--- config.mk ---
export PLATFORM = sky130hd
export DESIGN_NAME = dma_xfer_engine
export DESIGN_NICKNAME = d
export VERILOG_FILES = /design/src/rtl/dma_xe_pkg.sv /design/src/rtl/dma_xe_width_sel.sv /design/src/rtl/dma_xe_addr_reg.sv /design/src/rtl/dma_xe_count.sv /design/src/rtl/dma_xfer_engine.sv
export SDC_FILE = /design/constraint.sdc
export NUM_CORES = 1
export LEC_CHECK = 0
export ABC_AREA = 0
export BUFFER_PORTS_ARGS = -buffer_cell sky130_fd_sc_hd__buf_2
export CAP_MARGIN = 20
export CORE_MARGIN = 2
export CORE_UTILIZATION = 61
export DETAILED_ROUTE_END_ITERATION = 16
export PLACE_DENSITY = 0.84
export SETUP_SLACK_MARGIN = 0.1
export SLEW_MARGIN = 5
export SYNTH_ARGS = -nofsm -noshare
export SYNTH_HDL_FRONTEND = slang
export SYNTH_SLANG_ARGS = --single-unit
export TNS_END_PERCENT = 30
--- constraint.sdc ---
create_clock -name clk -period 6.6 [get_ports clk]
set_clock_uncertainty 0.15 [all_clocks]
set_input_delay 0.66 -clock clk [delete_from_list [all_inputs] [get_ports clk]]
set_output_delay 0.66 -clock clk [all_outputs]
set_load 0.01 [all_outputs]
--- src/rtl/dma_xe_pkg.sv ---
package dma_xe_pkg;

    typedef enum logic [1:0] {
        BEAT_BYTE = 2'd0,
        BEAT_HALF = 2'd1,
        BEAT_WORD = 2'd2,
        BEAT_RSVD = 2'd3
    } beat_w_e;

    typedef enum logic [2:0] {
        SEL_SRC     = 3'd0,
        SEL_DST     = 3'd1,
        SEL_CNT     = 3'd2,
        SEL_SRC_RLD = 3'd3,
        SEL_DST_RLD = 3'd4,
        SEL_CNT_RLD = 3'd5,
        SEL_RLD_EN  = 3'd6,
        SEL_CH_EN   = 3'd7
    } wsel_e;

    typedef struct packed {
        logic       fire;
        logic       last;
        logic [2:0] step;
    } rd_step_t;

    function automatic logic [2:0] beat_bytes(input logic [1:0] code);
        case (code)
            2'd0:    return 3'd1;
            2'd1:    return 3'd2;
            default: return 3'd4;
        endcase
    endfunction

    function automatic logic [1:0] cap_width(input logic [1:0] code);
        return (code == 2'd3) ? 2'd2 : code;
    endfunction

endpackage

--- src/rtl/dma_xe_width_sel.sv ---
module dma_xe_width_sel
    import dma_xe_pkg::*;
#(
    parameter int CNT_W = 24
) (
    input  logic [CNT_W-1:0] count,
    input  logic [1:0]       cfg_width,
    output logic [1:0]       rd_width
);
    logic [1:0] cap;
    logic [1:0] fit;

    always_comb begin
        cap = cap_width(cfg_width);
        if (count >= CNT_W'(4))
            fit = BEAT_WORD;
        else if (count >= CNT_W'(2))
            fit = BEAT_HALF;
        else
            fit = BEAT_BYTE;
        rd_width = (fit < cap) ? fit : cap;
    end
endmodule

--- src/rtl/dma_xe_addr_reg.sv ---
module dma_xe_addr_reg #(
    parameter int ADDR_W = 32
) (
    input  logic              clk,
    input  logic              rst,
    input  logic              wr_cur,
    input  logic              wr_rld,
    input  logic [ADDR_W-1:0] wr_data,
    input  logic              step_en,
    input  logic [2:0]        step_bytes,
    input  logic              reload,
    output logic [ADDR_W-1:0] addr
);
    logic [ADDR_W-1:0] rld_val;
    logic [ADDR_W-1:0] step_ext;

    assign step_ext = {{(ADDR_W-3){1'b0}}, step_bytes};

    always_ff @(posedge clk) begin
        if (rst) begin
            addr    <= '0;
            rld_val <= '0;
        end else begin
            if (reload)
                addr <= rld_val;
            else if (step_en)
                addr <= addr + step_ext;
            else if (wr_cur)
                addr <= wr_data;
            if (wr_rld)
                rld_val <= wr_data;
        end
    end
endmodule

--- src/rtl/dma_xe_count.sv ---
module dma_xe_count
    import dma_xe_pkg::*;
#(
    parameter int CNT_W = 24
) (
    input  logic             clk,
    input  logic             rst,
    input  logic             wr_en,
    input  logic [2:0]       wr_sel,
    input  logic [CNT_W-1:0] wr_data,
    input  logic             rd_beat,
    input  logic [1:0]       rd_width,
    output logic [CNT_W-1:0] count,
    output logic             chan_active,
    output logic             rd_fire,
    output logic             reload_now,
    output logic             ctz_evt,
    output logic             rld_evt
);
    localparam logic [CNT_W-1:0] ZERO = '0;

    logic [CNT_W-1:0] cnt_rld;
    logic             rld_armed;
    rd_step_t         rs;
    logic [CNT_W-1:0] step_ext;
    wsel_e            sel;

    always_comb begin
        sel      = wsel_e'(wr_sel);
        rs.step  = beat_bytes(rd_width);
        step_ext = {{(CNT_W-3){1'b0}}, rs.step};
        rs.fire  = rd_beat && chan_active && (count != ZERO);
        rs.last  = rs.fire && (count == step_ext);
    end

    assign rd_fire    = rs.fire;
    assign reload_now = rs.last && rld_armed;

    always_ff @(posedge clk) begin
        if (rst) begin
            count       <= '0;
            cnt_rld     <= '0;
            rld_armed   <= 1'b0;
            chan_active <= 1'b0;
            ctz_evt     <= 1'b0;
            rld_evt     <= 1'b0;
        end else begin
            ctz_evt <= rs.last;
            rld_evt <= rs.last && rld_armed;

            if (rs.last && rld_armed)
                count <= cnt_rld;
            else if (rs.fire)
                count <= count - step_ext;
            else if (wr_en && sel == SEL_CNT)
                count <= wr_data;

            if (wr_en && sel == SEL_CNT_RLD)
                cnt_rld <= wr_data;

            if (rs.last && rld_armed)
                rld_armed <= 1'b0;
            else if (wr_en && sel == SEL_RLD_EN)
                rld_armed <= wr_data[0];

            if (rs.last && !rld_armed)
                chan_active <= 1'b0;
            else if (wr_en && sel == SEL_CH_EN)
                chan_active <= wr_data[0];
        end
    end
endmodule

--- src/rtl/dma_xfer_engine.sv ---
module dma_xfer_engine
    import dma_xe_pkg::*;
#(
    parameter int ADDR_W  = 32,
    parameter int CNT_W   = 24,
    parameter int BURST_W = 5
) (
    input  logic               clk,
    input  logic               rst,
    input  logic               wr_en,
    input  logic [2:0]         wr_sel,
    input  logic [ADDR_W-1:0]  wr_data,
    input  logic [1:0]         cfg_src_width,
    input  logic               src_inc,
    input  logic               dst_inc,
    input  logic               periph_rx,
    input  logic               periph_tx,
    input  logic [BURST_W-1:0] burst_field,
    input  logic               rd_beat,
    input  logic               wr_beat,
    input  logic [1:0]         wr_beat_width,
    output logic [ADDR_W-1:0]  src_addr,
    output logic [ADDR_W-1:0]  dst_addr,
    output logic [CNT_W-1:0]   count,
    output logic [1:0]         rd_width,
    output logic [BURST_W:0]   burst_bytes,
    output logic               chan_active,
    output logic               ctz_evt,
    output logic               rld_evt
);
    logic rd_fire;
    logic reload_now;
    logic src_step_en;
    logic dst_step_en;

    assign src_step_en = rd_fire && src_inc && !periph_rx;
    assign dst_step_en = wr_beat && chan_active && dst_inc && !periph_tx;
    assign burst_bytes = {1'b0, burst_field} + 1'b1;

    dma_xe_width_sel #(.CNT_W(CNT_W)) u_width (
        .count     (count),
        .cfg_width (cfg_src_width),
        .rd_width  (rd_width)
    );

    dma_xe_count #(.CNT_W(CNT_W)) u_count (
        .clk         (clk),
        .rst         (rst),
        .wr_en       (wr_en),
        .wr_sel      (wr_sel),
        .wr_data     (wr_data[CNT_W-1:0]),
        .rd_beat     (rd_beat),
        .rd_width    (rd_width),
        .count       (count),
        .chan_active (chan_active),
        .rd_fire     (rd_fire),
        .reload_now  (reload_now),
        .ctz_evt     (ctz_evt),
        .rld_evt     (rld_evt)
    );

    dma_xe_addr_reg #(.ADDR_W(ADDR_W)) u_src (
        .clk        (clk),
        .rst        (rst),
        .wr_cur     (wr_en && wr_sel == SEL_SRC),
        .wr_rld     (wr_en && wr_sel == SEL_SRC_RLD),
        .wr_data    (wr_data),
        .step_en    (src_step_en),
        .step_bytes (beat_bytes(rd_width)),
        .reload     (reload_now),
        .addr       (src_addr)
    );

    dma_xe_addr_reg #(.ADDR_W(ADDR_W)) u_dst (
        .clk        (clk),
        .rst        (rst),
        .wr_cur     (wr_en && wr_sel == SEL_DST),
        .wr_rld     (wr_en && wr_sel == SEL_DST_RLD),
        .wr_data    (wr_data),
        .step_en    (dst_step_en),
        .step_bytes (beat_bytes(wr_beat_width)),
        .reload     (reload_now),
        .addr       (dst_addr)
    );
endmodule

# After elaboration in Yosys (flattened, before gate mapping)
# Cells that the tools add are included.
classes:
  order_cmp: 3
  n_mux: 15
  n_addsub: 4
  n_eq_ne: 11
  n_reduce_logical: 30
op_table:
  columns: ["op", "n"]
  rows:
  - ["two-way mux 32 bit", 6]
  - ["two-way mux 24 bit", 3]
  - ["adder 32 x 3 -> 32 bit", 2]
  - ["equality test 24 x 3 -> 1 bit", 1]
  - [">= comparator 24 x 2 -> 1 bit, second input constant", 1]
  - [">= comparator 24 x 3 -> 1 bit, second input constant", 1]
  - ["nonzero test 24 bit", 1]
  - ["subtractor 24 x 3 -> 24 bit", 1]
  - ["logical AND 1 bit", 18]
  - ["equality test 3 bit, second input constant", 4]
  - ["case mux 3 bit (2 select lines)", 2]
  - ["nonzero test 3 bit", 3]
  - ["adder 5 x 1 -> 6 bit, second input constant", 1]
  - ["equality test 3 x 2 -> 1 bit, second input constant", 2]
  - ["two-way mux 2 bit", 3]
  - ["equality test 2 x 1 -> 1 bit, second input constant", 2]
  - ["zero test 2 bit", 2]
  - ["OR reduction 2 bit", 2]
  - ["equality test 3 x 1 -> 1 bit, second input constant", 1]
  - ["zero test 1 bit", 3]
  - ["zero test 3 bit", 1]
  - ["equality test 2 bit, second input constant", 1]
  - ["less-than comparator 2 bit", 1]
  - ["two-way mux 1 bit", 1]
word_totals:
  regBits: 180
  out_inout_bits: 99
  inputBits: 53
  elab_cells: 73

# Longest topological paths before layout
# Gate-level depths: netlist (run 1).
depth:
  word_depth: 11
  ltp_mapped: 19
  ltp_nobuf: 18

# Cells and area by module
# From an unflattened synthesis (run 1), not the netlist that was laid out.
hier_totals:
  cells_unflattened: 1217
  area_unflattened_um2: 10359.9
by_module_without_submodules:
  columns: ["module", "area_per_inst_um2", "instances", "cells_per_inst", "seq_area_each_um2"]
  rows:
  - ["dma_xe_addr_reg", 3543.4, 2, 401, 1281.2]
  - ["dma_xe_count", 2967.8, 1, 375, 1041.0]
  - ["dma_xe_width_sel", 153.9, 1, 17, 0.0]
  - ["dma_xfer_engine", 151.4, 1, 23, 0.0]

# Worst setup path after synthesis (run 1)
# Ideal clock, no wire load.
synth_timing:
  path_kind: "reg2reg"
  startpoint: "reg u_count.count[4]"
  endpoint: "reg u_src.addr[16]"
  synth_period_minus_slack_ps: 4408
  path_slack_ps: 2192
  stages_incl_launch_ff: 19
  setup_time_ps: 101
  t_required_ps: 6349
  arrival_ps: 4157
  path_cell_list: "dfxtp_1 buf_6 nor4_4 nand4b_2 nor3_1 inv_1 ha_1 a22oi_1 nor2_1 nor2_1 ha_1 inv_1 fa_1 nand2b_1 a211oi_1 o211ai_1 nor3_1 nor3_1 o41ai_1"
synth_between:
  elab_chain_cells: 11
synth_rtl:
  columns: ["element", "line", "rtl"]
  rows:
  - ["from (decl)", "dma_xe_count.sv:13", "output logic [CNT_W-1:0] count,"]
  - ["from (signal assigned)", "dma_xe_count.sv:52", "count <= cnt_rld;"]
  - ["from (signal assigned)", "dma_xe_count.sv:54", "count <= count - step_ext;"]
  - ["from (signal assigned)", "dma_xe_count.sv:56", "count <= wr_data;"]
  - [">= comparator 24 x 2 -> 1 bit", "dma_xe_width_sel.sv:17", "else if (count >= CNT_W'(2))"]
  - ["two-way mux 1 bit", "dma_xe_width_sel.sv:17", null]
  - ["two-way mux 2 bit (*)", "dma_xe_width_sel.sv:15", "if (count >= CNT_W'(4))"]
  - ["less-than comparator 2 bit", "dma_xe_width_sel.sv:21", "rd_width = (fit < cap) ? fit : cap;"]
  - ["two-way mux 2 bit (*)", "dma_xe_width_sel.sv:21", null]
  - ["via rd_width[0]", "dma_xfer_engine.sv:25", "output logic [1:0] rd_width,"]
  - ["equality test 2 x 1 -> 1 bit or zero test 2 bit (tied branches)", "dma_xe_pkg.sv:28", "case (code)"]
  - ["case mux 3 bit (2 select lines) (*)", "dma_xe_pkg.sv:28", null]
  - ["branches (longest 4 deep; another with adder 32 x 3 -> 32 bit)", null, null]
  - ["to (signal assigned)", "dma_xe_addr_reg.sv:25", "addr <= rld_val;"]
  - ["to (signal assigned)", "dma_xe_addr_reg.sv:27", "addr <= addr + step_ext;"]
  - ["to (signal assigned)", "dma_xe_addr_reg.sv:29", "addr <= wr_data;"]
  - ["to (decl)", "dma_xe_addr_reg.sv:12", "output logic [ADDR_W-1:0] addr"]
# Mark *: on every way through the listed nets, which the timed path passes.
# A chain may end at the register's enable or synchronous reset.

# Final worst setup path (run 1)
layout_timing:
  startpoint: "reg u_count.count[9]"
  endpoint: "reg u_src.addr[16]"
layout_between:
  elab_chain_cells: 11
layout_rtl:
  columns: ["element"]
  rows:
  - ["branches (longest 11 deep; another with adder 32 x 3 -> 32 bit)"]
# Parallel ways; which one is timed is not known.

==> results of run 1 <==
[logic make-up after synthesis]
family / share of synthesized area
xor gates and xnor gates: 0.0176
DFF: 0.362
buffers and inverters: 0.0508
AOI/OAI and AO/OA: 0.249
adders and majority gates: 0.0211
muxes: 0.00604
and+or+nand+nor: 0.293
[worst reg2reg max path, stage by stage, from the launching register on]
cell                       delay (ps)
sky130_fd_sc_hd__dfxtp_1          370
sky130_fd_sc_hd__nor3_1           540
sky130_fd_sc_hd__nand4b_2         350
sky130_fd_sc_hd__nor3_1           330
sky130_fd_sc_hd__inv_1            110
sky130_fd_sc_hd__ha_1             300
sky130_fd_sc_hd__a22oi_1          210
sky130_fd_sc_hd__nor2_1            90
sky130_fd_sc_hd__nor2_1           150
sky130_fd_sc_hd__ha_1             190
sky130_fd_sc_hd__inv_1             50
sky130_fd_sc_hd__fa_1             380
sky130_fd_sc_hd__nand2b_1         180
sky130_fd_sc_hd__a211oi_1         750
sky130_fd_sc_hd__o211ai_1         460
sky130_fd_sc_hd__nor3_1           250
sky130_fd_sc_hd__nor3_1            70
sky130_fd_sc_hd__o41ai_1          330
[area by class of cell]
type	instances	area (um2)	share of cell area
tap	216	270	0.0236
inverter	28	105	0.00919
clock inverter	10	203	0.0177
timing repair buffer	172	943	0.0825
clock buffer	22	454	0.0397
multi-input combinational	1035	5860	0.512
sequential	180	3600	0.315
[metal layers]
metal  share of wire  global-route usage  wire length [um]  vias to the layer above
li1                -                   -                 -                     5027
met5               0                   0                 0                        -
met4           0.041               0.189              1430                        0
met2            0.44               0.597             15000                      817
met1            0.39               0.505             13300                     5113
met3            0.13              0.0899              4550                      127
[through the flow]
step | cell area (um2) | setup WS (ps)
finish | 11400 | 1230
global route | 11400 | 968
CTS | 11400 | 1450
detailed placement | 10700 | 1470
global placement | 10700 | 1620
floorplan | 9940 | 2190
[report_power, final]
group          switching [mW]  internal (mW)
registers              0.0365           1.12
logic                   0.270          0.153
clock network           0.433          0.718
[cells in the final DEF, fill, tap and decap left out, types with 27 or more instances in the layout]
cell type,synthesis,layout
sky130_fd_sc_hd__a211oi_1,28,27
sky130_fd_sc_hd__a21oi_1,166,166
sky130_fd_sc_hd__buf_2,11,150
sky130_fd_sc_hd__dfxtp_1,180,180
sky130_fd_sc_hd__inv_1,28,28
sky130_fd_sc_hd__nand2_1,305,305
sky130_fd_sc_hd__nand3_1,51,51
sky130_fd_sc_hd__nor2_1,85,84
sky130_fd_sc_hd__nor3_1,41,40
sky130_fd_sc_hd__o21ai_0,55,55
[flip-flops by register name (all words and copies together), names as in the netlist]
name,flops
u_count.rld_armed,1
u_count.cnt_rld,24
u_dst.rld_val,32
u_count.chan_active,1
u_src.addr,32
u_count.ctz_evt,1
u_src.rld_val,32
u_dst.addr,32
u_count.rld_evt,1
u_count.count,24
[worst paths after layout]
check,end,slack (ps),cells after the start
min,u_dst.rld_val[20],310,2
max,u_src.addr[16],1230,17
max reg2reg,u_src.addr[16],1230,17
min reg2reg,u_dst.rld_val[20],310,2
==> impl_metrics.xml, run 1 <==
<?xml version="1.0" encoding="UTF-8"?>
<metrics>
  <group name="cts">
    <metric name="cts_post_setup_buffers_inserted" unit="">0</metric>
    <metric name="resize_count_post_cts" unit="">0</metric>
    <metric name="tritoncts" unit="">yes</metric>
    <metric name="number_of_h_tree_levels" unit="">4</metric>
    <metric name="number_of_sinks_handled_by_clock_tree_synthesis" unit="">180</metric>
    <metric name="clock_path_buffers" unit="">2</metric>
    <metric name="cts_made_buffers" unit="">17</metric>
    <metric name="clk_transition_reported_paths" unit="ps">70</metric>
    <metric name="insertion_delay" unit="ps">440</metric>
    <metric name="ctsHoldBuffers" unit="">0</metric>
    <metric name="cts-root-buf" unit="">sky130_fd_sc_hd__clkbuf_16</metric>
  </group>
  <group name="timing">
    <metric name="max_freq" unit="MHz">186</metric>
    <metric name="timing.hold.ws" unit="ps">306</metric>
    <metric name="unrepaired_setup_endpoints_after_global_routing" unit="">no</metric>
    <metric name="timing_worst_slew_pin_value" unit="ps">1270</metric>
    <metric name="slew-limit-headroom" unit="">0.148</metric>
    <metric name="maxSlewViolCount" unit="">0</metric>
    <metric name="setup-tns-final" unit="ps">0</metric>
    <metric name="post_layout_minimum_cycle_time" unit="ps">5370</metric>
    <metric name="hold_violations" unit="">0</metric>
    <metric name="setup_violations" unit="">0</metric>
    <metric name="crit_share_post_route" unit="">0.813</metric>
  </group>
  <group name="detailed_routing">
    <metric name="drt-initial-drc-count" unit="">1447</metric>
    <metric name="route.detailed.wl_per_inst" unit="um">20.7</metric>
    <metric name="drc_errors" unit="">0</metric>
    <metric name="iteration_count_of_the_initial_detailed_routing_pass" unit="">8</metric>
    <metric name="vias" unit="">11100</metric>
    <metric name="routed_wl" unit="mm">34.4</metric>
    <metric name="average_via_count_per_standard_cell" unit="">6.67</metric>
    <metric name="drt.antenna.violating_nets" unit="">0</metric>
  </group>
  <group name="cells_and_area">
    <metric name="insertedDiodeCount" unit="">0</metric>
    <metric name="fillCellCount" unit="">1346</metric>
    <metric name="final_net_count" unit="">1502</metric>
    <metric name="layout-drive-gt1-share" unit="">0.162</metric>
    <metric name="layout-area-overhead-vs-synth" unit="%">15.1</metric>
    <metric name="final_design_utilization" unit="">0.720</metric>
    <metric name="final_cells" unit="">1663</metric>
  </group>
  <group name="synth">
    <metric name="postSynthAreaPerCell" unit="um2">7.44</metric>
    <metric name="yosys-top-cells-area" unit="">sky130_fd_sc_hd__dfxtp_1, sky130_fd_sc_hd__nand2_1, sky130_fd_sc_hd__a21oi_1</metric>
    <metric name="synth_enable_flop_cells" unit="">0</metric>
    <metric name="synth_largest_area_cell" unit="">sky130_fd_sc_hd__dfxtp_1</metric>
    <metric name="async_reset_ff_frac" unit="">0</metric>
    <metric name="yosys.cell_count.top_type" unit="">sky130_fd_sc_hd__nand2_1</metric>
    <metric name="distinct_cells_synth" unit="">81</metric>
    <metric name="gate_count_post_synth" unit="">1336</metric>
    <metric name="yosys_register_bits" unit="">180</metric>
    <metric name="proportion_of_synthesized_chip_area_in_sequential_cells" unit="">0.362</metric>
    <metric name="synth_fp_nets" unit="">1404</metric>
    <metric name="yosys-top-cells-count" unit="">sky130_fd_sc_hd__nand2_1, sky130_fd_sc_hd__dfxtp_1, sky130_fd_sc_hd__a21oi_1, sky130_fd_sc_hd__nor2_1, sky130_fd_sc_hd__clkbuf_1</metric>
    <metric name="synthesis.area" unit="mm2">0.00994</metric>
    <metric name="ys_warn_count" unit="">0</metric>
    <metric name="netlist.area_leader.share" unit="">0.362</metric>
    <metric name="top_flip_flop_cell_by_instance_count_after_synthesis" unit="">sky130_fd_sc_hd__dfxtp_1</metric>
  </group>
  <group name="setup_path">
    <metric name="worstSetupEndpointType" unit="">register</metric>
    <metric name="crit_family" unit="">simple AND/OR/NAND/NOR gates</metric>
    <metric name="crit_required" unit="ps">6780</metric>
    <metric name="worst_setup_path_type" unit="">register to register</metric>
    <metric name="cpMostUsedCell" unit="">sky130_fd_sc_hd__nor3_1</metric>
    <metric name="worst_r2r_startpoint" unit="">u_count.count[9]</metric>
    <metric name="startpoint_class" unit="">register</metric>
    <metric name="critical_path_peak_fanout" unit="">8</metric>
    <metric name="critPathBufInv" unit="">2</metric>
    <metric name="worst_path_largest_cell_delay" unit="ps">740</metric>
    <metric name="critical_path_arrival" unit="ps">5550</metric>
    <metric name="worst_setup_path_startpoint" unit="">u_count.count[9]</metric>
    <metric name="cp_slowest_cell" unit="">sky130_fd_sc_hd__a211oi_1</metric>
    <metric name="crit_chain" unit="">nor3_1 -&gt; nand4b_2 -&gt; nor3_1 -&gt; inv_1 -&gt; ha_1 -&gt; a22oi_1 -&gt; nor2_1 -&gt; nor2_1 -&gt; ha_1 -&gt; inv_1 -&gt; fa_1 -&gt; nand2b_1 -&gt; a211oi_1 -&gt; o211ai_1 -&gt; nor3_1 -&gt; nor3_1 -&gt; o41ai_1</metric>
  </group>
  <group name="placed_design">
    <metric name="gp_congestion" unit="">0.990</metric>
    <metric name="placed_cells" unit="">1629</metric>
    <metric name="detailedPlacementHpwl" unit="mm">23.0</metric>
    <metric name="portBuffers" unit="">151</metric>
  </group>
  <group name="floorplanning">
    <metric name="die_width" unit="um">132</metric>
    <metric name="core_box_area" unit="mm2">0.0159</metric>
    <metric name="floorplan.io_pins" unit="">152</metric>
    <metric name="design.die.area" unit="mm2">0.0173</metric>
    <metric name="core.rowCount" unit="">46</metric>
    <metric name="initial_core_util" unit="">0.626</metric>
    <metric name="die-height" unit="um">132</metric>
  </group>
  <group name="min_path">
    <metric name="start_point_of_the_worst_min_delay_path" unit="">u_dst.rld_val[20]</metric>
    <metric name="hold_class" unit="">register to register</metric>
  </group>
  <group name="power">
    <metric name="vdd_ir_drop_max" unit="V">0.000231</metric>
    <metric name="p_leak" unit="nW">4.28</metric>
    <metric name="power-per-cell-area" unit="mW/mm2">238</metric>
    <metric name="power" unit="mW">2.73</metric>
  </group>
  <group name="global_routing">
    <metric name="grt.total_usage" unit="">0.385</metric>
    <metric name="grt_start_max_net_pins" unit="">76</metric>
    <metric name="globalRoute.totalOverflow" unit="">0</metric>
    <metric name="wire_length_of_the_first_global_routing_pass" unit="mm">53.4</metric>
    <metric name="grt_pass1_vias" unit="">9973</metric>
    <metric name="number_of_antenna_violations_at_the_first_check_in_global_routing" unit="">0</metric>
  </group>
  <group name="outcome">
    <metric name="outcome" unit="">finished, final reports clean</metric>
  </group>
  <group name="job">
    <metric name="drv_cap" unit="">0</metric>
  </group>
</metrics>
(Power assumes the default switching activity.)
==> run 2, diff against run 1 <==
--- a/config.mk
+++ b/config.mk
@@ -5,13 +5,13 @@
 export SDC_FILE = /design/constraint.sdc
 export NUM_CORES = 1
 export LEC_CHECK = 0
-export ABC_AREA = 0
+export ABC_AREA = 1
 export BUFFER_PORTS_ARGS = -buffer_cell sky130_fd_sc_hd__buf_2
 export CAP_MARGIN = 20
 export CORE_MARGIN = 2
-export CORE_UTILIZATION = 61
+export CORE_UTILIZATION = 53
 export DETAILED_ROUTE_END_ITERATION = 16
-export PLACE_DENSITY = 0.84
+export PLACE_DENSITY = 0.76
 export SETUP_SLACK_MARGIN = 0.1
 export SLEW_MARGIN = 5
 export SYNTH_ARGS = -nofsm -noshare
==> constraint.sdc (replaced) <==
create_clock -name clk -period 4.61 [get_ports clk]
set_clock_uncertainty 0.15 [all_clocks]
set_input_delay 0.461 -clock clk [delete_from_list [all_inputs] [get_ports clk]]
set_output_delay 0.461 -clock clk [all_outputs]
set_load 0.01 [all_outputs]
==> impl_metrics.xml, run 2 <==
<?xml version="1.0" encoding="UTF-8"?>
<metrics>
  <group name="global_routing">
    <metric name="grt.total_usage" unit="">0.328</metric>
    <metric name="grt_start_max_net_pins" unit="">114</metric>
    <metric name="globalRoute.totalOverflow" unit="">0</metric>
    <metric name="number_of_antenna_violations_at_the_first_check_in_global_routing" unit="">0</metric>
    <metric name="wire_length_of_the_first_global_routing_pass" unit="mm">62.8</metric>
    <metric name="grt_pass1_vias" unit="">12100</metric>
  </group>
  <group name="floorplanning">
    <metric name="core.rowCount" unit="">54</metric>
    <metric name="die_width" unit="um">153</metric>
    <metric name="design.die.area" unit="mm2">0.0233</metric>
    <metric name="initial_core_util" unit="">0.539</metric>
    <metric name="floorplan.io_pins" unit="">152</metric>
    <metric name="die-height" unit="um">153</metric>
    <metric name="core_box_area" unit="mm2">0.0218</metric>
  </group>
  <group name="cts">
    <metric name="cts_made_buffers" unit="">17</metric>
    <metric name="insertion_delay" unit="ps">440</metric>
    <metric name="clk_transition_reported_paths" unit="ps">70</metric>
    <metric name="number_of_sinks_handled_by_clock_tree_synthesis" unit="">180</metric>
    <metric name="cts_post_setup_buffers_inserted" unit="">0</metric>
    <metric name="tritoncts" unit="">yes</metric>
    <metric name="ctsHoldBuffers" unit="">0</metric>
    <metric name="cts-root-buf" unit="">sky130_fd_sc_hd__clkbuf_16</metric>
    <metric name="clock_path_buffers" unit="">2</metric>
    <metric name="resize_count_post_cts" unit="">0</metric>
    <metric name="number_of_h_tree_levels" unit="">4</metric>
  </group>
  <group name="synth">
    <metric name="gate_count_post_synth" unit="">2027</metric>
    <metric name="distinct_cells_synth" unit="">37</metric>
    <metric name="async_reset_ff_frac" unit="">0</metric>
    <metric name="simple_gate_fraction_of_synth_area" unit="">0.430</metric>
    <metric name="yosys.cell_count.top_type" unit="">sky130_fd_sc_hd__nand2_1</metric>
    <metric name="proportion_of_synthesized_chip_area_in_sequential_cells" unit="">0.307</metric>
    <metric name="yosys_register_bits" unit="">180</metric>
    <metric name="muxShareOfSynthArea" unit="">0</metric>
    <metric name="synth_top_family_by_area" unit="">simple AND/OR/NAND/NOR gates</metric>
    <metric name="yosys-top-cells-area" unit="">sky130_fd_sc_hd__dfxtp_1, sky130_fd_sc_hd__nand2_1, sky130_fd_sc_hd__nor2_1</metric>
    <metric name="synth_largest_area_cell" unit="">sky130_fd_sc_hd__dfxtp_1</metric>
    <metric name="postSynthAreaPerCell" unit="um2">5.79</metric>
    <metric name="xor_and_xnor_fraction_of_the_mapped_netlist_area" unit="">0.0127</metric>
    <metric name="synthesis.area" unit="mm2">0.0117</metric>
    <metric name="share_of_the_synthesized_area_in_compound_gates_ao_oa_aoi_oai" unit="">0.127</metric>
    <metric name="yosys.area_share.adder" unit="">0.0179</metric>
    <metric name="top_flip_flop_cell_by_instance_count_after_synthesis" unit="">sky130_fd_sc_hd__dfxtp_1</metric>
    <metric name="yosys-top-cells-count" unit="">sky130_fd_sc_hd__nand2_1, sky130_fd_sc_hd__nor2_1, sky130_fd_sc_hd__nand3_1, sky130_fd_sc_hd__inv_1, sky130_fd_sc_hd__dfxtp_1</metric>
    <metric name="ys_warn_count" unit="">0</metric>
    <metric name="synth_enable_flop_cells" unit="">0</metric>
    <metric name="netlist.area_leader.share" unit="">0.307</metric>
    <metric name="synth_fp_nets" unit="">2095</metric>
  </group>
  <group name="cells_and_area">
    <metric name="layout-drive-gt1-share" unit="">0.108</metric>
    <metric name="final_net_count" unit="">2186</metric>
    <metric name="insertedDiodeCount" unit="">0</metric>
    <metric name="layout-area-overhead-vs-synth" unit="%">12.7</metric>
    <metric name="leading_cell_type_in_the_layout_fill_and_taps_excluded" unit="">sky130_fd_sc_hd__nand2_1</metric>
    <metric name="final_cells" unit="">2411</metric>
    <metric name="final_design_utilization" unit="">0.608</metric>
    <metric name="layout_common_cells" unit="">sky130_fd_sc_hd__nand2_1, sky130_fd_sc_hd__nor2_1, sky130_fd_sc_hd__nand3_1, sky130_fd_sc_hd__inv_1, sky130_fd_sc_hd__dfxtp_1</metric>
    <metric name="final_design_area_no_fill" unit="mm2">0.0132</metric>
  </group>
  <group name="timing">
    <metric name="crit_share_post_route" unit="">0.904</metric>
    <metric name="slew-limit-headroom" unit="">0.465</metric>
    <metric name="timing_worst_slew_pin_value" unit="ps">794</metric>
    <metric name="setup_violations" unit="">0</metric>
    <metric name="hold_violations" unit="">0</metric>
    <metric name="maxSlewViolCount" unit="">0</metric>
    <metric name="final.setup.worst_slack" unit="ps">442</metric>
    <metric name="post_layout_minimum_cycle_time" unit="ps">4170</metric>
    <metric name="max_freq" unit="MHz">240</metric>
    <metric name="timing.hold.ws" unit="ps">128</metric>
    <metric name="setup-tns-final" unit="ps">0</metric>
    <metric name="unrepaired_setup_endpoints_after_global_routing" unit="">no</metric>
  </group>
  <group name="setup_path">
    <metric name="critical_path_arrival" unit="ps">4350</metric>
    <metric name="startpoint_class" unit="">register</metric>
    <metric name="critical_path_peak_fanout" unit="">6</metric>
    <metric name="worst_setup_path_type" unit="">register to register</metric>
    <metric name="worstSetupEndpointType" unit="">register</metric>
    <metric name="number_of_cells_traversed_by_the_worst_register_to_register_path" unit="">19</metric>
    <metric name="crit_required" unit="ps">4790</metric>
  </group>
  <group name="detailed_routing">
    <metric name="routed_wl" unit="mm">39.3</metric>
    <metric name="vias" unit="">13400</metric>
    <metric name="drt.antenna.violating_nets" unit="">0</metric>
    <metric name="average_via_count_per_standard_cell" unit="">5.54</metric>
    <metric name="drt-initial-drc-count" unit="">1305</metric>
    <metric name="drc_errors" unit="">0</metric>
    <metric name="iteration_count_of_the_initial_detailed_routing_pass" unit="">5</metric>
    <metric name="route.detailed.wl_per_inst" unit="um">16.3</metric>
  </group>
  <group name="placed_design">
    <metric name="gp_congestion" unit="">0.925</metric>
    <metric name="pre_cts_ws" unit="ps">563</metric>
    <metric name="placed_cells" unit="">2376</metric>
    <metric name="detailedPlacementHpwl" unit="mm">28.0</metric>
    <metric name="portBuffers" unit="">151</metric>
    <metric name="dpl-instance-area" unit="mm2">0.0125</metric>
  </group>
  <group name="power">
    <metric name="vdd_ir_drop_max" unit="V">0.000243</metric>
    <metric name="p_leak" unit="nW">6.37</metric>
    <metric name="power" unit="mW">3.95</metric>
    <metric name="power-per-cell-area" unit="mW/mm2">299</metric>
  </group>
  <group name="outcome">
    <metric name="outcome" unit="">finished, final reports clean</metric>
  </group>
  <group name="min_path">
    <metric name="number_of_stages_on_the_worst_hold_path" unit="">2</metric>
    <metric name="hold_class" unit="">input pin to register</metric>
  </group>
  <group name="job">
    <metric name="drv_cap" unit="">0</metric>
  </group>
</metrics>
[run 2: cell types whose count changed in the layout (fill, tap and decap cells not counted), moves of 14 or more]
cell,before,now
sky130_fd_sc_hd__nor2_1,84,377
sky130_fd_sc_hd__nand2_1,305,588
sky130_fd_sc_hd__inv_1,28,190
sky130_fd_sc_hd__nand3_1,51,199
sky130_fd_sc_hd__o21ai_0,55,171
sky130_fd_sc_hd__a21oi_1,166,104
sky130_fd_sc_hd__nor3_1,40,7
sky130_fd_sc_hd__a211oi_1,27,0
sky130_fd_sc_hd__o211ai_1,21,1
sky130_fd_sc_hd__nor4_1,14,0
[run 2: worst paths after layout]
check	startpoint	endpoint	slack, ps
min reg2reg	u_dst.rld_val[9]	u_dst.rld_val[9]	300
min	rst	u_count.rld_evt	130
max	u_count.count[20]	u_src.addr[14]	440
max reg2reg	u_count.count[20]	u_src.addr[14]	440
[run 2: cell type report]
cell class                 instances  area, um2
fill                            2189       8540
multi-input combinational       1551       6920
sequential                       180       3600
timing repair buffer             172        991
inverter                         196        741
clock buffer                      19        443
tap                              280        350
clock inverter                    13        171
[run 2: logic make-up (layout without fill, tap and decap cells)]
family,after synthesis,after routing
adder cells (fa/ha/maj),15,15
AO/OA/AOI/OAI,295,295
AND/OR/NAND/NOR,1224,1224
XOR/XNOR,17,17
flip-flops,180,180
buffers and inverters,296,400
[run 2: power breakdown]
part | internal (mW) | switching [mW] | total, mW
Combinational | 0.247 | 0.473 | 0.720
Clock | 0.879 | 0.667 | 1.55
Sequential | 1.62 | 0.0708 | 1.69
Total | 2.74 | 1.21 | 3.95
[run 2: worst max-delay path, stage by stage, from the launching register on]
cell and delay [ps]:
sky130_fd_sc_hd__dfxtp_1 360, sky130_fd_sc_hd__nor2_1 160, sky130_fd_sc_hd__nand2_1 120, sky130_fd_sc_hd__nor2_4 230, sky130_fd_sc_hd__nand4_1 200, sky130_fd_sc_hd__ha_1 340
sky130_fd_sc_hd__nand2_1 50, sky130_fd_sc_hd__a22oi_1 280, sky130_fd_sc_hd__nand2_1 220, sky130_fd_sc_hd__fa_1 510, sky130_fd_sc_hd__inv_1 120, sky130_fd_sc_hd__nand3_1 150
sky130_fd_sc_hd__nand2_1 220, sky130_fd_sc_hd__nand2_1 190, sky130_fd_sc_hd__o21ai_0 290, sky130_fd_sc_hd__nand2_1 80, sky130_fd_sc_hd__o21ai_0 170, sky130_fd_sc_hd__nor2_1 60
sky130_fd_sc_hd__nor2_1 110, sky130_fd_sc_hd__nor2_1 50
[run 2: per-layer routing]
layer,wire (um),vias to the layer above,part of all wire,GRT usage
met2,18300,577,0.47,0.541
met3,3060,84,0.078,0.0546
met5,0,-,0,0
met4,1110,0,0.028,0.106
li1,-,6597,-,-
met1,16800,6100,0.43,0.439
